**src/rtl/pfx_adder_pkg.sv**
```systemverilog
package pfx_adder_pkg;

   // Elaboration-time legality check for the operand width.
   function automatic bit width_ok(int unsigned w);
      return (w >= 2) && ((w & (w - 1)) == 0);
   endfunction

   // Index of the top bit of the lower half feeding bit i at tree level k.
   function automatic int unsigned feeder_idx(int unsigned i, int unsigned k);
      return ((i >> k) << k) - 1;
   endfunction

endpackage

```
**src/rtl/pfx_gp_stage.sv**
```systemverilog
module pfx_gp_stage #(
   parameter int unsigned W = 16
) (
   input  logic [W-1:0] a,
   input  logic [W-1:0] b,
   output logic [W-1:0] gen,
   output logic [W-1:0] prop
);
   for (genvar i = 0; i < W; i++) begin : g_bit
      assign gen[i]  = a[i] & b[i];
      assign prop[i] = a[i] ^ b[i];
   end
endmodule

```
**src/rtl/pfx_merge_cell.sv**
```systemverilog
module pfx_merge_cell (
   input  logic hi_g,
   input  logic hi_p,
   input  logic lo_g,
   input  logic lo_p,
   output logic out_g,
   output logic out_p
);
   assign out_g = hi_g | (hi_p & lo_g);
   assign out_p = hi_p & lo_p;
endmodule

```
**src/rtl/pfx_tree.sv**
```systemverilog
module pfx_tree #(
   parameter int unsigned W = 16
) (
   input  logic [W-1:0] g_in,
   input  logic [W-1:0] p_in,
   output logic [W-1:0] g_out,
   output logic [W-1:0] p_out
);
   import pfx_adder_pkg::*;

   localparam int unsigned LEVELS = $clog2(W);

   logic [W-1:0] lvl_g [0:LEVELS];
   logic [W-1:0] lvl_p [0:LEVELS];

   assign lvl_g[0] = g_in;
   assign lvl_p[0] = p_in;

   for (genvar k = 0; k < LEVELS; k++) begin : g_lvl
      for (genvar i = 0; i < W; i++) begin : g_col
         if (((i >> k) & 1) == 1) begin : g_merge
            localparam int unsigned J = feeder_idx(i, k);
            pfx_merge_cell u_cell (
               .hi_g  (lvl_g[k][i]),
               .hi_p  (lvl_p[k][i]),
               .lo_g  (lvl_g[k][J]),
               .lo_p  (lvl_p[k][J]),
               .out_g (lvl_g[k+1][i]),
               .out_p (lvl_p[k+1][i])
            );
         end else begin : g_pass
            assign lvl_g[k+1][i] = lvl_g[k][i];
            assign lvl_p[k+1][i] = lvl_p[k][i];
         end
      end
   end

   assign g_out = lvl_g[LEVELS];
   assign p_out = lvl_p[LEVELS];
endmodule

```
**src/rtl/pfx_sum_stage.sv**
```systemverilog
module pfx_sum_stage #(
   parameter int unsigned W = 16
) (
   input  logic [W-1:0] prop,
   input  logic [W-1:0] grp_g,
   output logic [W-1:0] sum,
   output logic         cout
);
   assign sum[0] = prop[0];
   for (genvar i = 1; i < W; i++) begin : g_sum
      assign sum[i] = prop[i] ^ grp_g[i-1];
   end
   assign cout = grp_g[W-1];
endmodule

```
**src/rtl/pfx_adder.sv**
```systemverilog
module pfx_adder #(
   parameter int unsigned W = 16
) (
   input  logic [W-1:0] opnd_a,
   input  logic [W-1:0] opnd_b,
   output logic [W-1:0] sum,
   output logic         carry_out
);
   import pfx_adder_pkg::*;

   if (!width_ok(W)) begin : g_bad_width
      $error("pfx_adder: W must be a power of two and at least 2");
   end

   logic [W-1:0] bit_g, bit_p, grp_g, grp_p;

   pfx_gp_stage #(.W(W)) u_gp (
      .a    (opnd_a),
      .b    (opnd_b),
      .gen  (bit_g),
      .prop (bit_p)
   );

   pfx_tree #(.W(W)) u_tree (
      .g_in  (bit_g),
      .p_in  (bit_p),
      .g_out (grp_g),
      .p_out (grp_p)
   );

   pfx_sum_stage #(.W(W)) u_sum (
      .prop  (bit_p),
      .grp_g (grp_g),
      .sum   (sum),
      .cout  (carry_out)
   );

   logic unused_grp_p;
   assign unused_grp_p = ^grp_p;
endmodule

```
**config.mk**
```make
export PLATFORM = sky130hd
export DESIGN_NAME = pfx_adder
export DESIGN_NICKNAME = d
export VERILOG_FILES = /design/src/rtl/pfx_adder_pkg.sv /design/src/rtl/pfx_gp_stage.sv /design/src/rtl/pfx_merge_cell.sv /design/src/rtl/pfx_tree.sv /design/src/rtl/pfx_sum_stage.sv /design/src/rtl/pfx_adder.sv
export SDC_FILE = /design/constraint.sdc
export NUM_CORES = 1
export LEC_CHECK = 0
export BUFFER_PORTS_ARGS = -buffer_cell sky130_fd_sc_hd__buf_2
export CORE_MARGIN = 2
export CORE_UTILIZATION = 37
export DETAILED_ROUTE_END_ITERATION = 7
export PLACE_DENSITY_LB_ADDON = 0.25
export SLEW_MARGIN = 10
export SYNTH_ARGS = -nofsm -noshare
export SYNTH_HDL_FRONTEND = slang
export SYNTH_SLANG_ARGS = --single-unit
export TNS_END_PERCENT = 100
```
**constraint.sdc**
```tcl
create_clock -name vclk -period 2.6
set_input_delay 0.39 -clock vclk [all_inputs]
set_output_delay 0.39 -clock vclk [all_outputs]
set_load 0.05 [all_outputs]
```
==> results.toml, run 1 <==
[timing]
finalSetupViolCount = 9
tightest_slew_ns = 0.358
rsz0062_at_grt = "true"
maxSlewViolCount = 0
max_freq_mhz = 360
relSlewSlack_pct = 76.0
period_minus_slack_ns = 2.78
setup_ws_ns = -0.179
hold_viol = 0
period_share_pct = 107

[placed_design]
routabilityCongestion = 0.733
dpl.cell_count = 141
place.detailed.hpwl_um = 1360
post-place-ws_ns = -0.316
port_buffers = 49

[critical_path]
critPathSlowestCell = "fa_2"
worstPathArrival_ns = 2.39
start_kind = "primary input"
crit_chain = "buf_6 > ha_4 > fa_2 > a211oi_2 > o21ai_2 > a21o_1 > a21o_1 > fa_2 > xor2_4 > buf_6"
cp_max_fo = 2
cp_top_family = "adder cells"
cp_slowest_stage_delay_ns = 0.38
startpoint = "opnd_a[0]"
crit_type = "in -> out"
setup.worst_path.end_class = "output pin"
cp.required_ns = 2.21
path_buf_inv = 2

[floorplanning]
num_rows = 14
io_pins = 49
dieArea_sq_um = 1940
start_util_pct = 39.4
die-width_um = 44.0
die_h_um = 44.0
design.core.area_sq_um = 1510

[route]
first_pass_iters = 4
drt_iter0_drc = 3
route.detailed.drc = 0
wl_per_cell_um = 11.3
antenna_left = 0
routed_via_density = 4.99
num_vias = 719
wl_um = 1630

[pwr]
cellPowerDensity_nw_per_um2 = 461
ir_drop_mv = 0.349
leakagePower_nw = 0.634
finalPower_w = 0.000554

[synthesis]
yosysTopAreaCell = "ha_1"
yosysSeqAreaShare_pct = 0
synth_area_leaders = "ha_1, fa_1, xor2_1"
yosys_warnings = 0
synthesis.nets = 114
synth_cell_types = 22
syn-cell-area_sq_um = 593
synth.most_common_cell = "ha_1"
synthCells = 63
yosysTopAreaCellShare_pct = 31.6
synth_common_cells = "ha_1, xor2_1, a21o_1"
synth.avg_cell_area_sq_um = 9.41

[cells_and_area]
regArea_sq_um = 0
area_delta_synth_final_pct = 103
drive_above_1_share_pct = 68.8
n_antenna_cell = 0
nFillCells = 104
clkbuf_count = 0
instances_no_fill = 144
nets = 181
n_sequential_cell = 0

[cts]
hold_buffers = 0

[global_route]
overflow = 0
grt_first_pass_wirelength_um = 2810
antenna_found_initial = 0
grtUsageTotal_pct = 18.1
grt_pass1_vias = 728
grt_max_degree = 6

[status]
violations = "negative setup slack"
status = "complete, but fails checks"

[hold_path]
hp-start = "opnd_b[0]"
hold_class = "in -> out"

[run]
drv_cap = 0
==> metrics by stage <==
step                area, sq um  utilization (%)  TNS, ns  hold slack [ns]
floorplan                   679                -   -0.199             1.05
global placement           1040             69.2    -1.22             1.23
detailed placement         1040             69.2    -1.38             1.24
CTS                        1190             79.0   -0.802             1.21
global route               1200             79.7    -1.68             1.22
finish                     1200             79.7   -0.829             1.21
==> path summary, 6_finish.rpt <==
kind | slack (ns) | to | cells after the start
max | -0.18 | sum[9] | 10
min | 1.21 | sum[0] | 3
==> kinds of logic after synthesis <==
kind of cell,Yosys count,synth area share [%]
compound gates,21,28.1
xor+xnor,11,16.2
buf+inv,2,1.90
simple gates,10,8.65
fa+ha+maj,19,45.1
==> routing by layer <==
metal,vias up,share of wire [%],track usage [%]
met5,-,0,0
met1,325,34,20.8
met3,0,8.0,0.816
met2,30,58,38.2
li1,364,-,-
met4,0,0,0
==> timing repair <==
action / 4_1_cts / 5_1_grt
resized for setup: 34 / 6
buffers inserted: 4 / 0
pin swaps: 9 / 5
endpoints found under the setup margin: 11 / 12
==> where the power goes <==
part	total (W)	switching [W]	internal (W)
clock	0	0	0
sequential	0	0	0
combinational	0.000554	0.000326	0.000228
==> cell usage in the layout (no fill, tap or decap), drive strengths merged <==
master,n
buf,66
nor2,4
xor2,8
nand2,1
a21o,6
a221o,1
ha,15
nor3,2
xnor2,3
o211ai,3
nor2b,1
a21oi,4
o21a,1
o21bai,1
a211oi,1
o21ai,2
and2,2
inv,1
o2bb2ai,1
a31oi,1
fa,4
==> area by class of cell <==
cell class | count | area (sq um) | area share [%]
multi-input cells | 61 | 698 | 58.1
repair buffers | 66 | 479 | 39.9
well taps | 16 | 20.0 | 1.67
inverters | 1 | 3.75 | 0.313
Note: power is estimated with default switching activity, not from simulation.
==> run 2, diff against run 1 <==
--- a/config.mk
+++ b/config.mk
@@ -5,9 +5,10 @@
 export SDC_FILE = /design/constraint.sdc
 export NUM_CORES = 1
 export LEC_CHECK = 0
+export ABC_AREA = 1
 export BUFFER_PORTS_ARGS = -buffer_cell sky130_fd_sc_hd__buf_2
 export CORE_MARGIN = 2
-export CORE_UTILIZATION = 37
+export CORE_UTILIZATION = 49
 export DETAILED_ROUTE_END_ITERATION = 7
 export PLACE_DENSITY_LB_ADDON = 0.25
 export SLEW_MARGIN = 10
==> constraint.sdc (replaced) <==
create_clock -name vclk -period 3.3
set_input_delay 0.495 -clock vclk [all_inputs]
set_output_delay 0.495 -clock vclk [all_outputs]
set_load 0.05 [all_outputs]
==> run 2 against run 1 <==
  * The run now ends clean
  * Synthesized cell count rose by 97%
  * Critical path type unchanged
  * Critical endpoint unchanged
  * Worst setup slack improved by 0.56 ns
  * Non-clock buffer count fell by 17
  * Largest cell class unchanged
  * Worst hold slack improved by 0.22 ns
==> results.toml, run 2 <==
[cells_and_area]
final_common_cell = "buf_2"
final_cell_mix = "buf_2, nand2_1, inv_1"
stdcell_area_sq_um = 1000
clkbuf_count = 0
area_delta_synth_final_pct = 34.5
nFillCells = 146
n_sequential_cell = 0
regArea_sq_um = 0
drive_above_1_share_pct = 34.3
nets = 225
n_antenna_cell = 0

[global_route]
grt_first_pass_wirelength_um = 2820
antenna_found_initial = 0
grt_max_degree = 8
grt_pass1_vias = 773
grtUsageTotal_pct = 18.2
overflow = 0

[critical_path]
cp_top_family = "adder cells"
startpoint = "opnd_a[0]"
cp_slowest_stage_delay_ns = 0.40
path_depth = 10
path_buf_inv = 2
cp.required_ns = 2.80
crit_chain = "buf_2 > ha_1 > fa_1 > nand2_1 > nand2_1 > nand3_2 > nand2_4 > fa_1 > xor2_1 > buf_2"
setup.worst_path.end_class = "output pin"
critPathSlowestCell = "fa_1"
worstPathArrival_ns = 2.42
crit_type = "in -> out"
start_kind = "primary input"
cp_max_fo = 7
endpoint = "sum[9]"

[route]
first_pass_iters = 4
wl_per_cell_um = 8.92
drt_iter0_drc = 13
antenna_left = 0
route.detailed.drc = 0
num_vias = 890
wl_um = 1680
routed_via_density = 4.73

[floorplanning]
design.core.area_sq_um = 1470
start_util_pct = 50.8
die-width_um = 43.0
io_pins = 49
num_rows = 14
dieArea_sq_um = 1850
die_h_um = 43.0

[synthesis]
yosysTopAreaCell = "ha_1"
synthCells = 124
synth_cell_types = 17
yosysTopAreaCellShare_pct = 25.1
synth_compound_area_share_pct = 7.20
synth_adder_area_share_pct = 35.8
yosys.area_share.simple_pct = 40.7
synth_common_cells = "nand2_1, inv_1, ha_1"
syn-cell-area_sq_um = 747
synth_area_leaders = "ha_1, nand2_1, fa_1"
synth-xor-area-share_pct = 4.69
yosysSeqAreaShare_pct = 0
yosys_warnings = 0
synth.most_common_cell = "nand2_1"
synthesis.nets = 175
synth_top_family_by_area = "simple AND/OR/NAND/NOR gates"
synthMuxAreaShare_pct = 0
synth.avg_cell_area_sq_um = 6.02

[status]
status = "completed"

[placed_design]
port_buffers = 49
place.detailed.hpwl_um = 1550
dpl_cell_area_sq_um = 1000
routabilityCongestion = 0.751

[timing]
finalSetupTns_ns = 0
max_freq_mhz = 343
finalSetupViolCount = 0
period_minus_slack_ns = 2.92
tightest_slew_ns = 0.253
period_share_pct = 88.4
maxSlewViolCount = 0
relSlewSlack_pct = 83.2
hold_viol = 0
rsz0062_at_grt = "false"

[hold_path]
hold_class = "in -> out"

[pwr]
p_sw_share_pct = 72.6
cellPowerDensity_nw_per_um2 = 314
clockPowerShare_pct = 0
ir_drop_mv = 0.244
pwr-share-comb_pct = 100.0
seq_power_share_pct = 0
leakagePower_nw = 0.663
internal_power_w = 0.0000866
switchingPower_w = 0.000229

[cts]
post_cts_resized = 0
cts_setup_buffers = 0
hold_buffers = 0

[run]
drv_cap = 0
[run 2: changes by cell type in the layout (fill, tap and decap cells not counted), moves of 6 or more]
cell and change:
nand2_1 +41, a21o_1 -6, buf_2 +14, inv_1 +20
nand2_2 +6, buf_4 -13, nand3_1 +7, buf_6 -17
a21oi_1 +6
[run 2: cells by family after synthesis]
family | Yosys count
AOI/OAI and AO/OA | 10
adders and majority gates | 19
buffers and inverters | 22
and+or+nand+nor | 69
xor gates and xnor gates | 4
[run 2: power by group through the flow]
| stage | clock network [W] | registers, W | logic [W] |
|---|---|---|---|
| 2_1_floorplan | 0 | 0 | 0.000251 |
| 3_3_place_gp | 0 | 0 | 0.000309 |
| 3_5_place_dp | 0 | 0 | 0.000317 |
| 4_1_cts | 0 | 0 | 0.000318 |
| 5_1_grt | 0 | 0 | 0.000341 |
| 6_report | 0 | 0 | 0.000316 |
[run 2: routing by layer]
metal	up-vias	track usage (%)	routed length, um
li1	481	-	-
met1	380	22.1	713
met2	29	35.8	866
met3	0	0.851	97
met4	0	1.82	0
met5	-	0	0
[run 2: layout make-up]
type / instances / area [sq um] / area share [%]
Inverter: 21 / 78.8 / 7.85
Multi-Input combinational cell: 102 / 661 / 65.8
Tap cell: 16 / 20.0 / 1.99
Timing Repair Buffer: 49 / 245 / 24.4
[run 2: how the worst min path moves through the flow]
stage	startpoint	endpoint	slack, ns	cells after the start
2_1_floorplan	opnd_b[0]	sum[0]	1.27	2
3_3_place_gp	opnd_b[0]	sum[0]	1.42	3
4_1_cts	opnd_b[0]	sum[0]	1.43	3
3_5_place_dp	opnd_b[0]	sum[0]	1.43	3
6_report	opnd_b[0]	sum[0]	1.44	3
5_1_grt	opnd_b[0]	sum[0]	1.45	3
[run 2: metrics by stage]
| step | worst slack, ns | power [W] | std cells | util (%) | hold WS, ns |
|---|---|---|---|---|---|
| floorplan | 0.254 | 0.000251 | 124 | - | 1.27 |
| global placement | 0.481 | 0.000309 | 188 | 68.3 | 1.42 |
| detailed placement | 0.375 | 0.000317 | 188 | 68.3 | 1.43 |
| CTS | 0.371 | 0.000318 | 188 | 68.3 | 1.43 |
| global route | 0.278 | 0.000341 | 188 | 68.3 | 1.45 |
| finish | 0.382 | 0.000316 | 188 | 68.3 | 1.44 |
==> run 3, diff against run 2 <==
--- a/config.mk
+++ b/config.mk
@@ -7,10 +7,13 @@
 export LEC_CHECK = 0
 export ABC_AREA = 1
 export BUFFER_PORTS_ARGS = -buffer_cell sky130_fd_sc_hd__buf_2
+export CELL_PAD_IN_SITES_DETAIL_PLACEMENT = 2
+export CELL_PAD_IN_SITES_GLOBAL_PLACEMENT = 2
 export CORE_MARGIN = 2
-export CORE_UTILIZATION = 49
+export CORE_UTILIZATION = 22
 export DETAILED_ROUTE_END_ITERATION = 7
 export PLACE_DENSITY_LB_ADDON = 0.25
+export SKIP_LAST_GASP = 1
 export SLEW_MARGIN = 10
 export SYNTH_ARGS = -nofsm -noshare
 export SYNTH_HDL_FRONTEND = slang
==> run 3 against run 2 <==
  * Worst hold slack worse by 0.011 ns
  * Routed wire length up 45%
  * Maximum frequency up 1.7%
  * Critical path depth unchanged
  * Utilization down 37 points
  * Design area up 3.7%
  * Clock-buffer cell count unchanged
  * Power up 2.1%
  * Combinational power up 2%
  * Global-route usage down 5.2 points
  * Sequential share of layout area unchanged
  * Critical endpoint unchanged
  * Largest cell class unchanged
==> results.toml, run 3 (synthesis results as in run 2) <==
[route]
drt_iter0_drc = 3
num_vias = 972
antenna_left = 0
wl_per_cell_um = 11.2
route.detailed.drc = 0
routed_via_density = 4.46
wl_um = 2440
first_pass_iters = 3

[cells_and_area]
area_delta_synth_final_pct = 39.5
final_common_cell = "buf_2"
clkbuf_count = 0
stdcell_area_sq_um = 1040
n_sequential_cell = 0
final_cell_mix = "buf_2, nand2_1, inv_1"
regArea_sq_um = 0
nets = 225
drive_above_1_share_pct = 34.3
nFillCells = 452
n_antenna_cell = 0

[critical_path]
setup.worst_path.end_class = "output pin"
cp.required_ns = 2.80
worstPathArrival_ns = 2.37
crit_chain = "buf_2 > ha_1 > fa_1 > nand2_1 > nand2_1 > nand3_2 > nand2_4 > fa_1 > xor2_1 > buf_2"
start_kind = "primary input"
crit_type = "in -> out"
critPathSlowestCell = "fa_1"
cp_max_fo = 7
cp_slowest_stage_delay_ns = 0.41
startpoint = "opnd_a[0]"

[placed_design]
port_buffers = 49
routabilityCongestion = 0.727
dpl_cell_area_sq_um = 1040
place.detailed.hpwl_um = 2350
post-place-ws_ns = 0.414

[global_route]
grtUsageTotal_pct = 13.0
grt_pass1_vias = 1041
grt_first_pass_wirelength_um = 4330
overflow = 0
grt_max_degree = 8
antenna_found_initial = 0

[timing]
period_minus_slack_ns = 2.87
finalSetupViolCount = 0
tightest_slew_ns = 0.261
finalSetupTns_ns = 0
maxSlewViolCount = 0
rsz0062_at_grt = "false"
hold_viol = 0
period_share_pct = 86.9
setup_ws_ns = 0.431
relSlewSlack_pct = 82.7
max_freq_mhz = 349

[floorplanning]
io_pins = 49
design.core.area_sq_um = 3310
die_h_um = 62.3
num_rows = 21
start_util_pct = 22.6
die-width_um = 62.3
dieArea_sq_um = 3880

[status]
status = "completed"

[hold_path]
hp-start = "opnd_b[0]"
hold_class = "in -> out"

[cts]
cts_setup_buffers = 0
hold_buffers = 0
post_cts_resized = 0

[run]
drv_cap = 0

[pwr]
cellPowerDensity_nw_per_um2 = 309
leakagePower_nw = 0.663
finalPower_w = 0.000322
ir_drop_mv = 0.119
==> run 3: cell counts in the layout (fill, tap and decap cells not counted) <==
Identical to the previous run, type by type.
==> run 3: per-layer routing <==
layer | share of wire, % | track usage, %
met5 | 0 | 0
met4 | 0.86 | 1.11
met3 | 4.2 | 0.725
met2 | 57 | 28.4
met1 | 38 | 13.7
==> run 3: worst max-delay path: cells and delay by family <==
family	cells	cell delay [ns]
buffers and inverters	2	0.37
XOR/XNOR	1	0.15
AND/OR/NAND/NOR	4	0.35
adder cells (fa/ha/maj)	3	1.00
==> run 3: worst paths after layout <==
path / slack (ns) / depth (start not counted) / endpoint
setup / recovery: 0.43 / 10 / sum[9]
hold / removal: 1.42 / 3 / sum[0]
==> run 3: layout make-up <==
type	instances	area [sq um]	area share (%)
Multi-Input combinational cell	102	661	63.4
Tap cell	46	57.6	5.52
Inverter	21	78.8	7.56
Timing Repair Buffer	49	245	23.5
==> run 3: per-stage QoR <==
| stage | utilization, % | instances | hold WS, ns |
|---|---|---|---|
| after CTS | 31.5 | 218 | 1.43 |
| after global placement | 31.5 | 218 | 1.42 |
| after floorplan | - | 124 | 1.27 |
| after detailed placement | 31.5 | 218 | 1.43 |
| after global routing | 31.5 | 218 | 1.45 |
| final | 31.5 | 218 | 1.42 |
==> run 3: where the power goes <==
group | internal, W | switching (W)
sequential | 0 | 0
combinational | 0.0000866 | 0.000236
clock | 0 | 0
total | 0.0000866 | 0.000236
